### config.mk
export PLATFORM = sky130hd
export DESIGN_NAME = swd_seq_engine
export DESIGN_NICKNAME = d
export VERILOG_FILES = /design/src/rtl/swd_seq_pkg.sv /design/src/rtl/swd_seq_timer.sv /design/src/rtl/swd_seq_packer.sv /design/src/rtl/swd_seq_ctrl.sv /design/src/rtl/swd_seq_engine.sv
export SDC_FILE = /design/constraint.sdc
export NUM_CORES = 1
export LEC_CHECK = 0
export ABC_CLOCK_PERIOD_IN_PS = 3100
export CAP_MARGIN = 20
export CORE_AREA = 3 3 96 116
export DETAILED_ROUTE_END_ITERATION = 7
export DIE_AREA = 0 0 99 119
export PLACE_DENSITY = 0.52
export SKIP_LAST_GASP = 1
export SYNTH_ARGS = -nofsm -noshare
export SYNTH_HDL_FRONTEND = slang
export SYNTH_SLANG_ARGS = --single-unit
### constraint.sdc
create_clock -name clk -period 3.1 [get_ports clk]
set_input_delay 0.465 -clock clk [delete_from_list [all_inputs] [get_ports clk]]
set_output_delay 0.465 -clock clk [all_outputs]
set_load 0.01 [all_outputs]
### src/rtl/swd_seq_pkg.sv
`timescale 1ns/1ps
// Shared constants and state encoding for the raw serial wire sequence engine.
// Assumes byte-wide host transfers; the byte width is fixed by the link format.
package swd_seq_pkg;
    localparam int unsigned BYTE_W = 8;
    localparam int unsigned BIDX_W = $clog2(BYTE_W);

    typedef enum logic [2:0] {
        ST_IDLE,
        ST_FETCH,
        ST_LOW,
        ST_HIGH,
        ST_PUSH,
        ST_DONE
    } seq_state_e;
endpackage

### src/rtl/swd_seq_timer.sv
`timescale 1ns/1ps
// Half-period down counter. A load sets it to period-1; expire is high on the
// last system clock of the phase. Assumes period is never zero (caller clamps).
module swd_seq_timer #(
    parameter int unsigned DIV_W = 8
) (
    input  logic             clk,
    input  logic             rst_n,
    input  logic             load,
    input  logic [DIV_W-1:0] period,
    output logic             expire
);
    logic [DIV_W-1:0] cnt_q;

    // Reload at each phase start, otherwise count down to zero and rest there.
    always_ff @(posedge clk) begin
        if (!rst_n) begin
            cnt_q <= '0;
        end else if (load) begin
            cnt_q <= period - 1'b1;
        end else if (cnt_q != '0) begin
            cnt_q <= cnt_q - 1'b1;
        end
    end

    assign expire = (cnt_q == '0);
endmodule

### src/rtl/swd_seq_packer.sv
`timescale 1ns/1ps
// Capture accumulator. Each sampled bit enters at the top and older bits move
// toward bit 0; the output is right-aligned by the number of unfilled places.
// Assumes no more than BYTE_W shifts between clears.
module swd_seq_packer
    import swd_seq_pkg::*;
(
    input  logic              clk,
    input  logic              rst_n,
    input  logic              clear,
    input  logic              shift_en,
    input  logic              bit_in,
    output logic [BYTE_W-1:0] byte_out
);
    logic [BYTE_W-1:0] acc_q;
    logic [BIDX_W:0]   fill_q;
    logic [BIDX_W:0]   gap;

    // Collect sampled bits and count how many positions hold real data.
    always_ff @(posedge clk) begin
        if (!rst_n || clear) begin
            acc_q  <= '0;
            fill_q <= '0;
        end else if (shift_en) begin
            acc_q  <= {bit_in, acc_q[BYTE_W-1:1]};
            fill_q <= fill_q + 1'b1;
        end
    end

    // Drop the unfilled low positions so the first bit lands in bit 0.
    always_comb begin
        gap      = (BIDX_W+1)'(BYTE_W) - fill_q;
        byte_out = acc_q >> gap;
    end
endmodule

### src/rtl/swd_seq_ctrl.sv
`timescale 1ns/1ps
// Sequence controller: walks the bit phases, counts remaining bits and bit
// position within the byte, runs both byte handshakes and drives the link.
// Assumes the timer and packer are wired as in swd_seq_engine.
module swd_seq_ctrl
    import swd_seq_pkg::*;
#(
    parameter int unsigned COUNT_W = 6,
    parameter int unsigned DIV_W   = 8
) (
    input  logic              clk,
    input  logic              rst_n,
    input  logic              start,
    input  logic [COUNT_W:0]  info,
    input  logic [DIV_W-1:0]  half_period,
    input  logic [BYTE_W-1:0] wr_data,
    input  logic              wr_valid,
    input  logic              rd_ready,
    input  logic              tmr_expire,
    output logic              busy,
    output logic              done,
    output logic              wr_ready,
    output logic              rd_valid,
    output logic              swclk,
    output logic              swdio_oe,
    output logic              swdio_out,
    output logic              tmr_load,
    output logic [DIV_W-1:0]  tmr_period,
    output logic              pk_clear,
    output logic              pk_shift
);
    localparam int unsigned     REM_W   = COUNT_W + 1;
    localparam logic [REM_W-1:0] REM_MAX = REM_W'(1) << COUNT_W;
    localparam logic [BIDX_W-1:0] BIDX_LAST = BIDX_W'(BYTE_W - 1);

    seq_state_e        state_q, state_n;
    logic              cap_q;
    logic [DIV_W-1:0]  half_q;
    logic [REM_W-1:0]  rem_q, rem_init;
    logic [BIDX_W-1:0] bidx_q;
    logic [BYTE_W-1:0] shift_q, shift_n;
    logic              swclk_q, out_q;
    logic [DIV_W-1:0]  half_eff;
    logic              last_bit, byte_end, enter_low;

    // Clamp the half period and expand a zero count to the full range.
    always_comb begin
        half_eff = (half_period == '0) ? DIV_W'(1) : half_period;
        rem_init = (info[COUNT_W-1:0] == '0) ? REM_MAX : {1'b0, info[COUNT_W-1:0]};
        last_bit = (rem_q == REM_W'(1));
        byte_end = (bidx_q == BIDX_LAST);
    end

    // Next-state selection across fetch, bit phases, delivery and finish.
    always_comb begin
        state_n = state_q;
        unique case (state_q)
            ST_IDLE:  if (start) state_n = info[COUNT_W] ? ST_LOW : ST_FETCH;
            ST_FETCH: if (wr_valid) state_n = ST_LOW;
            ST_LOW:   if (tmr_expire) state_n = ST_HIGH;
            ST_HIGH: begin
                if (tmr_expire) begin
                    if (last_bit || byte_end) begin
                        if (cap_q)         state_n = ST_PUSH;
                        else if (last_bit) state_n = ST_DONE;
                        else               state_n = ST_FETCH;
                    end else begin
                        state_n = ST_LOW;
                    end
                end
            end
            ST_PUSH:  if (rd_ready) state_n = (rem_q == '0) ? ST_DONE : ST_LOW;
            ST_DONE:  state_n = ST_IDLE;
            default:  state_n = ST_IDLE;
        endcase
    end

    // Next content of the drive shift register.
    always_comb begin
        shift_n = shift_q;
        if (state_q == ST_FETCH && wr_valid) begin
            shift_n = wr_data;
        end else if (state_q == ST_HIGH && tmr_expire) begin
            shift_n = shift_q >> 1;
        end
    end

    assign enter_low = (state_n == ST_LOW) && (state_q != ST_LOW);

    // State, configuration latch, bit counters and link output registers.
    always_ff @(posedge clk) begin
        if (!rst_n) begin
            state_q <= ST_IDLE;
            cap_q   <= 1'b0;
            half_q  <= DIV_W'(1);
            rem_q   <= '0;
            bidx_q  <= '0;
            shift_q <= '0;
            swclk_q <= 1'b1;
            out_q   <= 1'b1;
        end else begin
            state_q <= state_n;
            shift_q <= shift_n;
            swclk_q <= (state_n != ST_LOW);
            if (state_q == ST_IDLE && start) begin
                cap_q  <= info[COUNT_W];
                half_q <= half_eff;
                rem_q  <= rem_init;
                bidx_q <= '0;
            end
            if (state_q == ST_HIGH && tmr_expire) begin
                rem_q  <= rem_q - 1'b1;
                bidx_q <= byte_end ? '0 : bidx_q + 1'b1;
            end
            if (enter_low && !cap_q) begin
                out_q <= shift_n[0];
            end
        end
    end

    // Phase timer control and capture accumulator control.
    always_comb begin
        tmr_load   = (state_n != state_q) && (state_n == ST_LOW || state_n == ST_HIGH);
        tmr_period = (state_q == ST_IDLE) ? half_eff : half_q;
        pk_clear   = (state_q == ST_IDLE && start) || (state_q == ST_PUSH && rd_ready);
        pk_shift   = (state_q == ST_LOW) && tmr_expire && cap_q;
    end

    assign busy      = (state_q != ST_IDLE);
    assign done      = (state_q == ST_DONE);
    assign wr_ready  = (state_q == ST_FETCH);
    assign rd_valid  = (state_q == ST_PUSH);
    assign swclk     = swclk_q;
    assign swdio_oe  = busy && !cap_q;
    assign swdio_out = out_q;
endmodule

### src/rtl/swd_seq_engine.sv
`timescale 1ns/1ps
// Top of the raw serial wire bit sequence engine: controller, half-period
// timer and capture packer. Assumes the pad tristate lives outside.
module swd_seq_engine
    import swd_seq_pkg::*;
#(
    parameter int unsigned COUNT_W = 6,
    parameter int unsigned DIV_W   = 8
) (
    input  logic              clk,
    input  logic              rst_n,
    input  logic              start,
    input  logic [COUNT_W:0]  info,
    input  logic [DIV_W-1:0]  half_period,
    output logic              busy,
    output logic              done,
    input  logic [BYTE_W-1:0] wr_data,
    input  logic              wr_valid,
    output logic              wr_ready,
    output logic [BYTE_W-1:0] rd_data,
    output logic              rd_valid,
    input  logic              rd_ready,
    output logic              swclk,
    output logic              swdio_oe,
    output logic              swdio_out,
    input  logic              swdio_in
);
    logic             tmr_load, tmr_expire, pk_clear, pk_shift;
    logic [DIV_W-1:0] tmr_period;

    swd_seq_ctrl #(.COUNT_W(COUNT_W), .DIV_W(DIV_W)) u_ctrl (
        .clk        (clk),
        .rst_n      (rst_n),
        .start      (start),
        .info       (info),
        .half_period(half_period),
        .wr_data    (wr_data),
        .wr_valid   (wr_valid),
        .rd_ready   (rd_ready),
        .tmr_expire (tmr_expire),
        .busy       (busy),
        .done       (done),
        .wr_ready   (wr_ready),
        .rd_valid   (rd_valid),
        .swclk      (swclk),
        .swdio_oe   (swdio_oe),
        .swdio_out  (swdio_out),
        .tmr_load   (tmr_load),
        .tmr_period (tmr_period),
        .pk_clear   (pk_clear),
        .pk_shift   (pk_shift)
    );

    swd_seq_timer #(.DIV_W(DIV_W)) u_timer (
        .clk   (clk),
        .rst_n (rst_n),
        .load  (tmr_load),
        .period(tmr_period),
        .expire(tmr_expire)
    );

    swd_seq_packer u_packer (
        .clk     (clk),
        .rst_n   (rst_n),
        .clear   (pk_clear),
        .shift_en(pk_shift),
        .bit_in  (swdio_in),
        .byte_out(rd_data)
    );
endmodule

==> results.py, run 1 <==
metrics = {
    "synthesis": {
        "synth_enable_flop_cells": 0,
        "syn_area_per_cell_um2": 7.85,
        "synth_top_area_share": 0.349,
        "synthTopCellsByArea": "dfxtp_1 (35%), nand2_1 (8.3%), nor2_1 (6.3%)",
        "synth_area_leader_cell": "dfxtp_1",
        "ys_types": 49,
        "yosys_warnings": 0,
        "async_flop_share": 0,
        "syn_inst": 380,
        "ys_ff_latch": 52,
        "synth.net_count": 416,
        "syn_area_mm2": 0.00298,
        "ys_seq_area_frac": 0.349,
        "synth_ff_type": "dfxtp_1",
    },
    "cells_and_area": {
        "seq_area_mm2": 0.00104,
        "fill_cells": 1051,
        "final_area_mm2": 0.00384,
        "final_cell_mix": "nand2_1 (66), dfxtp_1 (52), nor2_1 (50)",
        "layout.cells.non_filler": 560,
        "syn_to_final_growth_pct": 28.6,
        "mostFrequentLayoutCell": "nand2_1",
        "diodes": 0,
        "final_layout_size_suffix_gt1_frac": 0.115,
        "multi_input_area_mm2": 0.00183,
        "utilization": 0.381,
        "nNetsFinal": 469,
    },
    "placed_design": {
        "place.detailed.hpwl_um": 5480,
        "dp_cells": 549,
        "place.gp.congestion": 0.873,
        "portBuffers": 43,
        "dp_slack_ns": -0.0529,
        "placed_area_mm2": 0.00363,
    },
    "global_route": {
        "grt_usage": 0.127,
        "grt_max_degree": 21,
        "grt_pass1_vias": 2717,
        "grt_overflow_total": 0,
        "grt_pass1_wl_um": 12500,
        "antenna_found_initial": 0,
    },
    "sta": {
        "setup_total_negative_slack_ns": 0,
        "relSlewSlack": 0.594,
        "slew_viol_final": 0,
        "setup_ws_ns": 0.221,
        "fmax_ghz": 0.347,
        "setup_viol": 0,
        "fin_worst_skew_ns": 0.00396,
        "grt_setup_unrepaired": "yes",
        "fin_crit_ns": 2.88,
        "final_min_period_over_clock_period": 0.929,
        "timing.hold.ws_ns": 0.463,
        "worstMarginPinSlew_ns": 0.593,
        "final-hold-violation-count": 0,
    },
    "pwr": {
        "ir_drop_uv": 271,
        "p_leak_nw": 1.40,
        "power.density_mw_per_mm2": 552,
        "total_power_mw": 2.12,
    },
    "setup_path": {
        "critPathArrivalTime_ns": 3.06,
        "start_kind": "register",
        "worstPathRequired_ns": 3.28,
        "crit_type": "register to register",
        "end_kind": "register",
        "reg2reg_from": "u_ctrl.rem_q[5]",
        "critPathBufInv": 2,
        "crit_start": "u_ctrl.rem_q[5]",
        "crit_path_cell_trace": "nor4_4 > buf_4 > nand3_2 > a222oi_1 > a32o_2 > a211oi_1 > a21oi_1 > ha_1 > inv_1 > nor3b_1 > xnor2_1 > nor2_1 > o31a_1",
        "crit_path_top_delay_cell": "a222oi_1",
        "critPathTopFamily": "compound AO/OA/AOI/OAI gates",
        "path_max_fanout": 5,
        "worst_path_largest_cell_delay_ns": 0.45,
    },
    "floorplanning": {
        "coreArea_mm2": 0.0101,
        "die_y_um": 119,
        "rows": 40,
        "die_w_um": 99,
        "start_util": 0.297,
        "die_area_mm2": 0.0118,
        "io_pins": 44,
    },
    "outcome": {
        "status": "completed",
    },
    "flow_run": {
        "maxCapViolCount": 0,
    },
    "cts": {
        "clock_path_buffers": 2,
        "cts_tree": "built",
        "clk-insertion-delay-late_ns": 0.29,
        "cts_hold_buf": 0,
        "htree_levels": 2,
        "clock_sinks": 52,
        "cts_made_buffers": 5,
        "cts-root-buf": "clkbuf_16",
        "clkTransAtPathRegs_ns": 0.07,
    },
    "route": {
        "wl_per_cell_um": 13.0,
        "drtAntennaViolNets": 0,
        "first_pass_iters": 4,
        "drc": 0,
        "vias_per_cell": 4.99,
        "routed_wirelength_um": 7280,
        "via_count": 2797,
        "drtIter0Drc": 139,
    },
    "hold_path": {
        "hp-start": "u_packer.acc_q[0]",
        "hold_class": "register to register",
    },
}
synthesized netlist by cell type, drive strengths merged, types with 2 or more instances:
master,number
nand2,66
dfxtp,52
nor2,50
a21oi,36
nand3,16
clkbuf,14
mux2i,13
inv,10
nor3,9
a211oi,8
xnor2,8
a311oi,7
buf,7
ha,7
xor2,7
and2,6
nor4,6
o21ai,6
mux2,4
mux4,4
nand2b,4
nor3b,4
a31oi,3
and3,3
nor2b,3
o211ai,3
a221oi,2
and3b,2
o21a,2
o31a,2
or2,2
or3,2
cells by family (layout without fill, tap and decap cells):
family	count (synthesis)	after routing	synth area share
fa+ha+maj	7	7	0.0294
mux	21	21	0.0889
simple gates	174	174	0.269
buf+inv	32	86	0.0474
compound gates	79	79	0.172
xor+xnor	15	15	0.0440
flops	52	52	0.349
worst min-delay path, delay by kind of cell (launching register included):
| family | cells | cell delay [ns] |
|---|---|---|
| AND/OR/NAND/NOR | 1 | 0.05 |
| flip-flops | 1 | 0.31 |
| AO/OA/AOI/OAI | 1 | 0.05 |
final cells by class:
class,count,area share
Multi-Input combinational cell,296,0.478
Sequential cell,52,0.271
Timing Repair Buffer,67,0.159
Tap cell,126,0.0411
Clock buffer,6,0.0362
Inverter,11,0.0108
Clock inverter,2,0.00359
metal layers:
metal / part of all wire / track usage / wire length (um)
met4: 0.017 / 0.0529 / 127
met5: 0 / 0 / 0
met1: 0.46 / 0.154 / 3320
met3: 0.027 / 0.0252 / 198
met2: 0.50 / 0.216 / 3640
worst paths after layout:
| kind | cells after the start | endpoint | slack (ns) |
|---|---|---|---|
| worst max-delay path | 13 | u_timer.cnt_q[4] | 0.22 |
| worst min-delay path | 2 | u_packer.acc_q[0] | 0.46 |
| worst max register to register | 13 | u_timer.cnt_q[4] | 0.22 |
| worst min register to register | 2 | u_packer.acc_q[0] | 0.46 |
repair_timing:
item                                    CTS  global route
hold endpoints to repair                  0             0
setup buffers                             0             3
gates resized for setup                   0             5
endpoints found under the setup margin    0             3
report_power, final:
group | internal [mW] | switching (mW) | total (mW)
clock network | 0.323 | 0.248 | 0.571
registers | 0.748 | 0.0719 | 0.820
logic | 0.354 | 0.373 | 0.727
total | 1.43 | 0.693 | 2.12
state kept, by name, summed over array words and instances (netlist names):
register / count
u_ctrl.half_q: 8
u_packer.fill_q: 4
u_ctrl.state_q: 3
u_ctrl.shift_q: 8
u_ctrl.bidx_q: 3
u_timer.cnt_q: 8
u_ctrl.cap_q: 1
u_ctrl.rem_q: 7
u_ctrl.swclk: 1
u_ctrl.swdio_out: 1
u_packer.acc_q: 8
(Power assumes the default switching activity.)
==> run 2: changes to the inputs <==
--- a/config.mk
+++ b/config.mk
@@ -5,12 +5,13 @@
 export SDC_FILE = /design/constraint.sdc
 export NUM_CORES = 1
 export LEC_CHECK = 0
-export ABC_CLOCK_PERIOD_IN_PS = 3100
+export ABC_CLOCK_PERIOD_IN_PS = 3300
 export CAP_MARGIN = 20
 export CORE_AREA = 3 3 96 116
+export CTS_CLUSTER_SIZE = 16
 export DETAILED_ROUTE_END_ITERATION = 7
 export DIE_AREA = 0 0 99 119
-export PLACE_DENSITY = 0.52
+export PLACE_DENSITY = 0.5
 export SKIP_LAST_GASP = 1
 export SYNTH_ARGS = -nofsm -noshare
 export SYNTH_HDL_FRONTEND = slang
==> constraint.sdc (replaced) <==
create_clock -name clk -period 3.3 [get_ports clk]
set_input_delay 0.495 -clock clk [delete_from_list [all_inputs] [get_ports clk]]
set_output_delay 0.495 -clock clk [all_outputs]
set_load 0.01 [all_outputs]
==> run 2 against run 1 <==
Effect of this change: final cell count fell by 2.5%; first-iteration DRC count down 24%; sequential power fell by 6.5%; critical path type unchanged; total power down 6.9%; critical endpoint unchanged; clock skew rose by 0.0024 ns; die area did not move; worst hold slack worse by 0.0059 ns; clock power is 0.9% lower; final area shrank 3.1%; routed wire length fell by 1.4%; critical path depth is 1 lower.
==> results.py, run 2 (synthesis gave the netlist of run 1 again) <==
metrics = {
    "floorplanning": {
        "die_w_um": 99,
        "io_pins": 44,
        "coreArea_mm2": 0.0101,
        "die_y_um": 119,
        "rows": 40,
        "start_util": 0.297,
        "die_area_mm2": 0.0118,
    },
    "route": {
        "drtAntennaViolNets": 0,
        "routed_wirelength_um": 7180,
        "vias_per_cell": 4.97,
        "drtIter0Drc": 106,
        "first_pass_iters": 5,
        "wl_per_cell_um": 13.1,
        "via_count": 2714,
        "drc": 0,
    },
    "pwr": {
        "power_report.internal_total_mw": 1.35,
        "combPwrFrac": 0.324,
        "p_leak_nw": 1.33,
        "clkPwrFrac": 0.287,
        "switchingPower_uw": 621,
        "switching_share": 0.315,
        "ir_drop_uv": 198,
        "power.density_mw_per_mm2": 531,
        "seqPwrFrac": 0.389,
    },
    "setup_path": {
        "worst_path_largest_cell_delay_ns": 0.47,
        "crit_path_cell_trace": "nor4_4 > a31oi_1 > a222oi_1 > a32o_2 > a211oi_1 > a21oi_1 > ha_1 > inv_1 > nor3b_1 > xnor2_1 > nor2_1 > o31a_1",
        "crit_type": "register to register",
        "crit_path_top_delay_cell": "a222oi_1",
        "critPathTopFamily": "compound AO/OA/AOI/OAI gates",
        "start_kind": "register",
        "critPathArrivalTime_ns": 3.27,
        "end_kind": "register",
        "critPathBufInv": 1,
        "worstPathRequired_ns": 3.47,
        "path_max_fanout": 7,
    },
    "cells_and_area": {
        "diodes": 0,
        "syn_to_final_growth_pct": 24.6,
        "final_layout_size_suffix_gt1_frac": 0.0762,
        "mostFrequentLayoutCell": "nand2_1",
        "fill_cells": 1051,
        "seq_area_mm2": 0.00104,
        "multi_input_area_mm2": 0.00180,
        "utilization": 0.369,
        "nNetsFinal": 457,
        "final_cell_mix": "nand2_1 (66), dfxtp_1 (52), nor2_1 (50)",
    },
    "cts": {
        "htree_levels": 2,
        "cts-root-buf": "clkbuf_16",
        "cts_tree": "built",
        "clock_path_buffers": 2,
        "clk-insertion-delay-late_ns": 0.29,
        "cts_hold_buf": 0,
        "clkTransAtPathRegs_ns": 0.07,
        "clock_sinks": 52,
        "cts_resized": 0,
        "cts_setup_buffers": 0,
        "cts_made_buffers": 5,
    },
    "placed_design": {
        "portBuffers": 43,
        "dp_slack_ns": 0.109,
        "place.gp.congestion": 0.820,
        "place.detailed.hpwl_um": 5380,
    },
    "global_route": {
        "grt_usage": 0.123,
        "grt_max_degree": 27,
        "grt_pass1_vias": 2554,
        "grt_pass1_wl_um": 12200,
        "antenna_found_initial": 0,
        "grt_overflow_total": 0,
    },
    "sta": {
        "fmax_ghz": 0.323,
        "fin_crit_ns": 3.10,
        "final_min_period_over_clock_period": 0.939,
        "setup_total_negative_slack_ns": 0,
        "setup_ws_ns": 0.201,
        "grt_setup_unrepaired": "no",
        "setup_viol": 0,
        "worstMarginPinSlew_ns": 0.630,
        "relSlewSlack": 0.579,
        "fin_worst_skew_ns": 0.00640,
        "slew_viol_final": 0,
        "final-hold-violation-count": 0,
    },
    "outcome": {
        "status": "completed",
    },
    "flow_run": {
        "maxCapViolCount": 0,
    },
    "hold_path": {
        "hold_class": "register to register",
    },
}
## run 2: stage by stage
stage	instance area, um2	total power [mW]	hold slack (ns)	instances
2_1_floorplan	2980	1.22	0.433	380
5_1_grt	3720	2.09	0.480	546
3_5_place_dp	3560	1.42	0.451	540
6_report	3720	1.97	0.457	546
4_1_cts	3720	2.00	0.460	546
3_3_place_gp	3560	1.43	0.444	540
## run 2: path summary, 6_finish.rpt
| check | from | end | slack (ns) | cells past startpoint |
|---|---|---|---|---|
| max | u_ctrl.rem_q[2] | u_timer.cnt_q[4] | 0.20 | 12 |
| min | u_packer.acc_q[0] | u_packer.acc_q[0] | 0.46 | 2 |
| max reg2reg | u_ctrl.rem_q[2] | u_timer.cnt_q[4] | 0.20 | 12 |
| min reg2reg | u_packer.acc_q[0] | u_packer.acc_q[0] | 0.46 | 2 |
## run 2: per-layer routing
| metal | vias up | track usage | wire [um] |
|---|---|---|---|
| met5 | - | 0 | 0 |
| met4 | 0 | 0.0384 | 120 |
| met3 | 9 | 0.0182 | 174 |
| met2 | 35 | 0.208 | 3470 |
| met1 | 1254 | 0.161 | 3410 |
| li1 | 1416 | - | - |
## run 2: cell type report
class / instances / area share
inverters: 11 / 0.0111
flip-flops and latches: 52 / 0.280
clock buffers: 5 / 0.0337
multi-input cells: 296 / 0.485
clock inverters: 1 / 0.00808
repair buffers: 55 / 0.140
well taps: 126 / 0.0424
## run 2: worst register-to-register path: stages, from the launching register on
cell and delay (ns):
dfxtp_1 0.36, nor4_4 0.38, a31oi_1 0.23, a222oi_1 0.47, a32o_2 0.28, a211oi_1 0.08, a21oi_1 0.15, ha_1 0.24
inv_1 0.09, nor3b_1 0.25, xnor2_1 0.15, nor2_1 0.05, o31a_1 0.27
## run 2: power groups by stage
stage,logic [mW],clock network (mW),registers (mW)
floorplan,0.456,0,0.769
finish,0.638,0.566,0.767
global placement,0.645,0,0.781
detailed placement,0.641,0,0.781
CTS,0.646,0.584,0.767
global route,0.709,0.607,0.778
